===== src/rtl/sbm_pkg.sv =====
package sbm_pkg;
  localparam int LOAD_W = 5;
  localparam logic [LOAD_W-1:0] LOAD_EMPTY = 5'b10000;
  localparam logic [LOAD_W-1:0] CTRL_RESET = 5'b01100;

  typedef enum logic [1:0] {
    TGT_CTRL   = 2'd0,
    TGT_CHR_LO = 2'd1,
    TGT_CHR_HI = 2'd2,
    TGT_PRG    = 2'd3
  } target_e;

  typedef enum logic [1:0] {
    MIR_ONE_LO = 2'd0,
    MIR_ONE_HI = 2'd1,
    MIR_VERT   = 2'd2,
    MIR_HORZ   = 2'd3
  } mirror_e;

  typedef enum logic [1:0] {
    PM_32K_A   = 2'd0,
    PM_32K_B   = 2'd1,
    PM_FIX_LO  = 2'd2,
    PM_FIX_HI  = 2'd3
  } prg_mode_e;
endpackage


===== src/rtl/sbm_serial_loader.sv =====
module sbm_serial_loader
  import sbm_pkg::*;
(
  input  logic              clk,
  input  logic              rst_n,
  input  logic              take,
  input  logic              bit_in,
  input  logic              flush,
  output logic              commit,
  output logic [LOAD_W-1:0] commit_val
);
  logic [LOAD_W-1:0] shreg;

  // The marker reaching bit 0 means four bits are already held.
  assign commit     = take && !flush && shreg[0];
  assign commit_val = {bit_in, shreg[LOAD_W-1:1]};

  always_ff @(posedge clk) begin
    if (!rst_n) begin
      shreg <= LOAD_EMPTY;
    end else if (take) begin
      if (flush || shreg[0]) shreg <= LOAD_EMPTY;
      else                   shreg <= {bit_in, shreg[LOAD_W-1:1]};
    end
  end


  idle_hold_chk: assert property (@(posedge clk) disable iff (!rst_n)
    !take |=> $stable(shreg));

  flush_empty_chk: assert property (@(posedge clk) disable iff (!rst_n)
    (take && flush) |=> (shreg == LOAD_EMPTY));

  commit_empty_chk: assert property (@(posedge clk) disable iff (!rst_n)
    commit |=> (shreg == LOAD_EMPTY));

  marker_live_chk: assert property (@(posedge clk) disable iff (!rst_n)
    $countones(shreg) >= 1);
endmodule


===== src/rtl/sbm_bank_regs.sv =====
module sbm_bank_regs
  import sbm_pkg::*;
#(
  parameter int PRG_BANKS = 16,
  localparam int PRG_W = $clog2(PRG_BANKS)
) (
  input  logic              clk,
  input  logic              rst_n,
  input  logic              commit,
  input  logic [LOAD_W-1:0] commit_val,
  input  logic [1:0]        target,
  input  logic              flush,
  output logic [LOAD_W-1:0] ctrl_q,
  output logic [LOAD_W-1:0] chr_lo4k,
  output logic [LOAD_W-1:0] chr_hi4k,
  output logic [LOAD_W-1:0] chr_8k,
  output logic [PRG_W-1:0]  prg_lo,
  output logic [PRG_W-1:0]  prg_hi,
  output logic [PRG_W-2:0]  prg_32k
);
  localparam logic [PRG_W-1:0] LAST_BANK = PRG_W'(PRG_BANKS - 1);

  target_e         tgt;
  prg_mode_e       pmode;
  logic            chr4k_mode;
  logic [PRG_W-1:0] pval;

  assign tgt        = target_e'(target);
  assign pmode      = prg_mode_e'(ctrl_q[3:2]);
  assign chr4k_mode = ctrl_q[4];
  assign pval       = commit_val[PRG_W-1:0];

  always_ff @(posedge clk) begin
    if (!rst_n) begin
      ctrl_q <= CTRL_RESET;
    end else if (commit && tgt == TGT_CTRL) begin
      ctrl_q <= commit_val;
    end else if (flush) begin
      ctrl_q[3:2] <= 2'b11;
    end
  end

  always_ff @(posedge clk) begin
    if (!rst_n) begin
      chr_lo4k <= '0;
      chr_hi4k <= '0;
      chr_8k   <= '0;
    end else if (commit) begin
      if (tgt == TGT_CHR_LO) begin
        if (chr4k_mode) chr_lo4k <= commit_val;
        else            chr_8k   <= commit_val & 5'h1E;
      end
      if (tgt == TGT_CHR_HI && chr4k_mode) chr_hi4k <= commit_val;
    end
  end

  always_ff @(posedge clk) begin
    if (!rst_n) begin
      prg_lo  <= '0;
      prg_hi  <= LAST_BANK;
      prg_32k <= '0;
    end else if (commit && tgt == TGT_PRG) begin
      unique case (pmode)
        PM_32K_A, PM_32K_B: prg_32k <= pval[PRG_W-1:1];
        PM_FIX_LO: begin
          prg_lo <= '0;
          prg_hi <= pval;
        end
        PM_FIX_HI: begin
          prg_lo <= pval;
          prg_hi <= LAST_BANK;
        end
      endcase
    end
  end


  flush_mode_chk: assert property (@(posedge clk) disable iff (!rst_n)
    flush |=> (ctrl_q[3:2] == 2'b11) && $stable(chr_8k) && $stable(prg_lo));

  chr8_keeps_4k_chk: assert property (@(posedge clk) disable iff (!rst_n)
    (commit && tgt == TGT_CHR_LO && !chr4k_mode) |=> $stable(chr_lo4k));

  chr_hi_lock_chk: assert property (@(posedge clk) disable iff (!rst_n)
    (commit && tgt == TGT_CHR_HI && !chr4k_mode) |=> $stable(chr_hi4k));

  prg_fixlo_chk: assert property (@(posedge clk) disable iff (!rst_n)
    (commit && tgt == TGT_PRG && pmode == PM_FIX_LO) |=> (prg_lo == '0));

  prg_fixhi_chk: assert property (@(posedge clk) disable iff (!rst_n)
    (commit && tgt == TGT_PRG && pmode == PM_FIX_HI) |=> (prg_hi == LAST_BANK));

  prg_32k_hold_chk: assert property (@(posedge clk) disable iff (!rst_n)
    (commit && tgt == TGT_PRG && !pmode[1]) |=> $stable(prg_lo) && $stable(prg_hi));
endmodule


===== src/rtl/serial_bank_mapper.sv =====
module serial_bank_mapper
  import sbm_pkg::*;
#(
  parameter int PRG_BANKS = 16,
  localparam int PRG_W = $clog2(PRG_BANKS)
) (
  input  logic             clk,
  input  logic             rst_n,
  input  logic             wr_valid,
  output logic             wr_ready,
  input  logic [15:0]      wr_addr,
  input  logic [7:0]       wr_data,
  output logic [4:0]       ctrl_value,
  output logic [1:0]       mirror_mode,
  output logic [4:0]       chr_lo4k_bank,
  output logic [4:0]       chr_hi4k_bank,
  output logic [4:0]       chr_8k_bank,
  output logic [1:0]       prg_mode,
  output logic [PRG_W-1:0] prg_bank_lo,
  output logic [PRG_W-1:0] prg_bank_hi,
  output logic [PRG_W-2:0] prg_bank32
);
  logic              take;
  logic              flush_wr;
  logic              commit;
  logic [LOAD_W-1:0] commit_val;
  logic [LOAD_W-1:0] ctrl_q;
  logic              unused_bits;

  assign wr_ready    = 1'b1;
  assign take        = wr_valid && wr_addr[15];
  assign flush_wr    = wr_data[7];
  assign unused_bits = ^{wr_addr[12:0], wr_data[6:1]};

  sbm_serial_loader u_loader (
    .clk        (clk),
    .rst_n      (rst_n),
    .take       (take),
    .bit_in     (wr_data[0]),
    .flush      (flush_wr),
    .commit     (commit),
    .commit_val (commit_val)
  );

  sbm_bank_regs #(.PRG_BANKS(PRG_BANKS)) u_regs (
    .clk        (clk),
    .rst_n      (rst_n),
    .commit     (commit),
    .commit_val (commit_val),
    .target     (wr_addr[14:13]),
    .flush      (take && flush_wr),
    .ctrl_q     (ctrl_q),
    .chr_lo4k   (chr_lo4k_bank),
    .chr_hi4k   (chr_hi4k_bank),
    .chr_8k     (chr_8k_bank),
    .prg_lo     (prg_bank_lo),
    .prg_hi     (prg_bank_hi),
    .prg_32k    (prg_bank32)
  );

  assign ctrl_value  = ctrl_q;
  assign mirror_mode = ctrl_q[1:0];
  assign prg_mode    = ctrl_q[3:2];


  mirror_track_chk: assert property (@(posedge clk) disable iff (!rst_n)
    (commit && wr_addr[14:13] == 2'd0) |=> (mirror_mode == $past(commit_val[1:0])));
endmodule


===== config.mk =====
export PLATFORM = sky130hd
export DESIGN_NAME = serial_bank_mapper
export DESIGN_NICKNAME = d
export VERILOG_FILES = /design/src/rtl/sbm_pkg.sv /design/src/rtl/sbm_serial_loader.sv /design/src/rtl/sbm_bank_regs.sv /design/src/rtl/serial_bank_mapper.sv
export SDC_FILE = /design/constraint.sdc
export NUM_CORES = 1
export LEC_CHECK = 0
export BUFFER_PORTS_ARGS = -buffer_cell sky130_fd_sc_hd__buf_2
export CAP_MARGIN = 20
export CORE_UTILIZATION = 40
export CTS_CLUSTER_SIZE = 30
export DETAILED_ROUTE_END_ITERATION = 12
export GPL_ROUTABILITY_DRIVEN = 0
export PLACE_DENSITY = 0.69
export SYNTH_ARGS = -nofsm -noshare
export SYNTH_HDL_FRONTEND = slang
export SYNTH_SLANG_ARGS = --single-unit

===== constraint.sdc =====
create_clock -name clk -period 2.2 [get_ports clk]
set_input_delay 0.22 -clock clk [delete_from_list [all_inputs] [get_ports clk]]
set_output_delay 0.22 -clock clk [all_outputs]
set_load 0.02 [all_outputs]

# Word level (Yosys, flattened, before mapping)
# Cells that the tools add are included.
[classes]
n_bitwise = 1
n_shift = 0
n_addsub = 0
n_div = 0
muxes = 5
magnitude_cmp = 0
n_mul = 0
n_reduce_logical = 19
n_eq_ne = 6
[op_table]
columns = ["op", "n"]
rows = [
  ["$pmux W4 S2", 2],
  ["$eq A2 B2 Y1 const B", 4],
  ["$logic_and A1 B1 Y1", 7],
  ["$reduce_and A2 Y1", 3],
  ["$reduce_and A3 Y1", 2],
  ["$mux W5", 1],
  ["$eq A2 B1 Y1 const B", 2],
  ["$logic_not A2 Y1", 2],
  ["$mux W2", 2],
  ["$reduce_bool A2 Y1", 2],
  ["$reduce_or A2 Y1", 1],
  ["$logic_not A1 Y1", 1],
  ["$logic_or A1 B1 Y1", 1],
  ["$not A1 Y1", 1],
]
[word_totals]
mem_count = 0
reg_bits = 35
in_bits = 27
wordCells = 40
output_inout_bits = 36
ramBits = 0
latchBits = 0
mem_bits_ro = 0

# Logic depth before layout (Yosys ltp)
[depth]
depth_word = 5
depth_mapped = 5
ltp_nobuf = 3

# Hierarchy
# Synthesis repeated with hierarchy kept, for this count alone.
[unflattened]
cells_unflattened = 158
hier_area_um2 = 1597.8
[by_module_without_submodules]
columns = ["module", "cells_per_inst", "n_inst", "seq_area_each_um2", "area_each_um2"]
rows = [
  ["sbm_bank_regs", 122, 1, 600.6, 1257.5],
  ["sbm_serial_loader", 28, 1, 100.1, 286.5],
  ["serial_bank_mapper", 8, 1, 0.0, 53.8],
]

# Least setup slack after synthesis
# No wires, ideal clock.
[synth_timing]
kind = "register to register"
startpoint = "reg u_regs.ctrl_q[3]"
endpoint = "reg u_regs.prg_lo[0]"
n_path_buf = 1
period_less_slack_ns = 1.251
stages_incl_launch_ff = 5
t_arrival_ns = 1.180
setup_slack_ns = 0.949
t_required_ns = 2.128
setup_ns = 0.072
cell_sequence = "dfxtp_1 > and3_1 > and2_1 > buf_4 > mux2i_1"
[synth_via]
elab_chain_cells = 3
word_cells_on_any_way = 5
classes_between = "eq/ne (2); mux (1); reduce/logical (2)"
[synth_lines]
columns = ["item", "line", "text"]
rows = [
  ["start, declared", "sbm_bank_regs.sv:13", "output logic [LOAD_W-1:0] ctrl_q,"],
  ["start signal, assigned", "sbm_bank_regs.sv:37", "ctrl_q <= commit_val;"],
  ["$eq A2 B2 Y1", "sbm_bank_regs.sv:63", "unique case (pmode)"],
  ["$reduce_bool A2 Y1 (no line)", "--", ""],
  ["$reduce_and A2 Y1 (no line)", "--", ""],
  ["end signal, assigned", "sbm_bank_regs.sv:70", "prg_lo <= pval;"],
  ["end, declared", "sbm_bank_regs.sv:17", "output logic [PRG_W-1:0] prg_lo,"],
]
# Parallel ways exist; a longest one is shown, timed or not.
# A chain may end at the register's enable or synchronous reset.

# Worst setup path in the final report
[layout_timing]
startpoint = "reg u_loader.shreg[0]"
endpoint = "reg u_regs.chr_lo4k[2]"
[layout_via]
elab_chain_cells = 2
[layout_lines]
columns = ["item", "line", "text"]
rows = [
  ["start, declared", "sbm_serial_loader.sv:12", "logic [LOAD_W-1:0] shreg;"],
  ["start signal, assigned", "sbm_serial_loader.sv:23", "else shreg <= {bit_in, shreg[LOAD_W-1:1]};"],
  ["$logic_and A1 B1 Y1", "sbm_serial_loader.sv:15", "assign commit = take && !flush && shreg[0];"],
  ["$reduce_and A3 Y1 (no line)", "--", ""],
  ["end signal, assigned", "sbm_bank_regs.sv:50", "if (chr4k_mode) chr_lo4k <= commit_val;"],
  ["end, declared", "sbm_bank_regs.sv:14", "output logic [LOAD_W-1:0] chr_lo4k,"],
]
# Every way passes these cells.

==> run metrics <==
outcome=finished, final reports clean; GRT overflow=0; minimum clock period after layout=around 1.5 ns; Hold Fails Final Rpt=0; adder-cell share of the synthesized area=0; CP Data Required Time=2.41 ns; CP delay by family, top=simple AND/OR/NAND/NOR gates; Slew Viols, Final=0; PwrDens=about 670 mW/mm2; vias in the first global route=1072; Seq/Total Area, Yosys=0.467; total via count in the routed design=1176; Starting DRT DRC Count=29; Root Buffer=clkbuf_8; RSZ-0062 raised after global routing=false; largest family of logic cells by synthesized area=simple AND/OR/NAND/NOR gates; Clock Latency Late Sink=0.28 ns; H-tree depth=2; mapped cell area=0.00150 mm2; die width=around 63 um; Seq cells post-synth=35; CTS resizes=0; wire per inst=12.6 um; pre-CTS setup slack=0.682 ns; GRT Util Overall=0.165; Core Rows=21; TritonCTS sink count=35; largest net degree at the start of global routing=21; DP Wirelength=roughly 2200 um; post-synthesis simple-gate area fraction=0.226; Compound-Gate Fraction of Synth Area=0.0734; Net Count, Synth=~190; xor/xnor share of the synthesized area=0; area delta synth->final=18.3%; mux cell area share after synthesis=0.160; Data arrival, critical path=between 1.5 and 2 ns; final-report setup violation count=0; max-cap violations=0; number of synthesis warnings=0; worst path bufs/invs=0; Avg Cell Area, Syn=approximately 9.4 um2; Initial Util=0.433; antenna violations before repair=0; fin nets=220; CP most frequent cell=and4b_1; CP Max Fanout=9; fill count=360; Clock Pin Slew Worst Setup and Hold Paths=~0.070 ns; element type at the critical path end=flip-flop; CTS Hold Bufs=0; Die Ht=63.2 um; PnR worst setup slack=between 0.6 and 0.7 ns; skew final=between 0.006 and 0.007 ns; CTS tree=yes; maximum clock rate=0.660 GHz; share of cells above drive strength 1=0.284; synth unique cells=24; CTS max path bufs=2; number of port buffers=between 40 and 50; Final period util=0.689; Post-Route WL=just over 3000 um; Synth Instances=160; Hold Crit Class=in2reg; setup repair bufs after CTS=0; nature of the critical path startpoint=flip-flop; CP cell instances=and4b_1 > and4b_1 > mux2i_1; Setup TNS=0 ns; Antenna Cells=0; Avg Vias per Cell=4.90; slowest CP cell=and4b_1; Leak=about 0.76 nW; IO Count=63; Die Area=0.00400 mm2; kind of critical path=reg2reg; Routed Antenna Nets=0; Residual DRC=0; Pre-antenna DRT Iters=4; peak supply drop=~400 uV; Core Box Area=0.00347 mm2; first-pass GRT wire length=just over 5000 um; CTS buffer count=5; max incr delay on CP=between 0.4 and 0.5 ns
-- worst paths after layout --
path	startpoint	to	slack (ns)	depth (start not counted)
setup / recovery	u_loader.shreg[0]	u_regs.chr_lo4k[2]	0.68	3
hold / removal	wr_data[0]	u_loader.shreg[4]	0.23	3
setup reg to reg	u_loader.shreg[0]	u_regs.chr_lo4k[2]	0.68	3
hold reg to reg	u_regs.prg_lo[3]	u_regs.prg_lo[3]	0.46	2
-- placed cells by master (no fill, tap or decap), types with 3 or more instances in the layout --
cell type / instances
buf_2: 41
dfxtp_1: 35
nand2_1: 32
mux2i_1: 24
clkbuf_8: 7
nor2_1: 6
a21oi_1: 5
nand3_1: 5
nor2b_1: 5
nand2b_1: 4
a31oi_1: 4
a22oi_1: 4
o21ai_0: 3
-- per-layer routing --
| layer | global-route usage | wire length (um) | vias to the layer above |
|---|---|---|---|
| li1 | - | - | 603 |
| met5 | 0 | 0 | - |
| met4 | 0.0597 | 29 | 0 |
| met3 | 0.0562 | 179 | 3 |
| met2 | 0.242 | 1300 | 31 |
| met1 | 0.222 | 1520 | 539 |
-- area by class of cell --
| type | count | area [um2] | share of cell area |
|---|---|---|---|
| Clock buffer | 8 | 100 | 0.0564 |
| Multi-Input combinational cell | 108 | 697 | 0.393 |
| Sequential cell | 35 | 701 | 0.395 |
| Tap cell | 46 | 57.6 | 0.0324 |
| Timing Repair Buffer | 43 | 220 | 0.124 |
-- cell usage after synthesis (all sizes together) --
cell type   n  area share
conb        2      0.0050
a22oi       4       0.020
a211oi      2       0.010
and3        2      0.0083
and4bb      1      0.0083
nor2        6       0.015
a31oi       4       0.017
o21ai       3       0.010
buf        13       0.058
nor2b       5       0.021
clkbuf      4       0.010
dfxtp      35        0.47
and2        1      0.0042
a21oi       5       0.017
nand4b      1       0.010
nand3       5       0.017
nor3        3       0.024
nand2b      4       0.017
mux2i      24        0.16
nor4        2      0.0083
and4b       2       0.013
nand2      32       0.080
-- stage by stage --
stage	hold WS [ns]	power, mW	cells	cell area (um2)	util
floorplan	0.385	0.687	160	1500	-
global placement	0.445	0.700	232	1680	0.483
detailed placement	0.447	0.701	232	1680	0.483
CTS	0.228	1.20	240	1780	0.512
global route	0.249	1.25	240	1780	0.512
finish	0.227	1.19	240	1780	0.512
-- cells by family after synthesis --
family	after synthesis
multiplexers	24
other	2
AND/OR/NAND/NOR	64
AO/OA/AOI/OAI	18
flip-flops	35
buffers and inverters	17
-- worst min-delay path, cell delays in order --
cell and delay, ns:
buf_2 0.09, nor2b_1 0.04, o21ai_0 0.12
-- report_power, final --
group / leakage (nW) / switching, mW / internal (mW) / total (mW)
logic: 0.427 / 0.0343 / 0.0144 / 0.0488
clock network: 0.0515 / 0.220 / 0.286 / 0.506
registers: 0.282 / 0.00281 / 0.635 / 0.638
-- state kept, by name, summed over array words and instances, names as in the netlist --
| signal | flops |
|---|---|
| u_loader.shreg | 5 |
| u_regs.prg_lo | 4 |
| u_regs.chr_lo4k | 5 |
| u_regs.chr_8k | 4 |
| u_regs.prg_32k | 3 |
| u_regs.chr_hi4k | 5 |
| u_regs.prg_hi | 4 |
| u_regs.ctrl_q | 5 |
(Power assumes the default switching activity.)
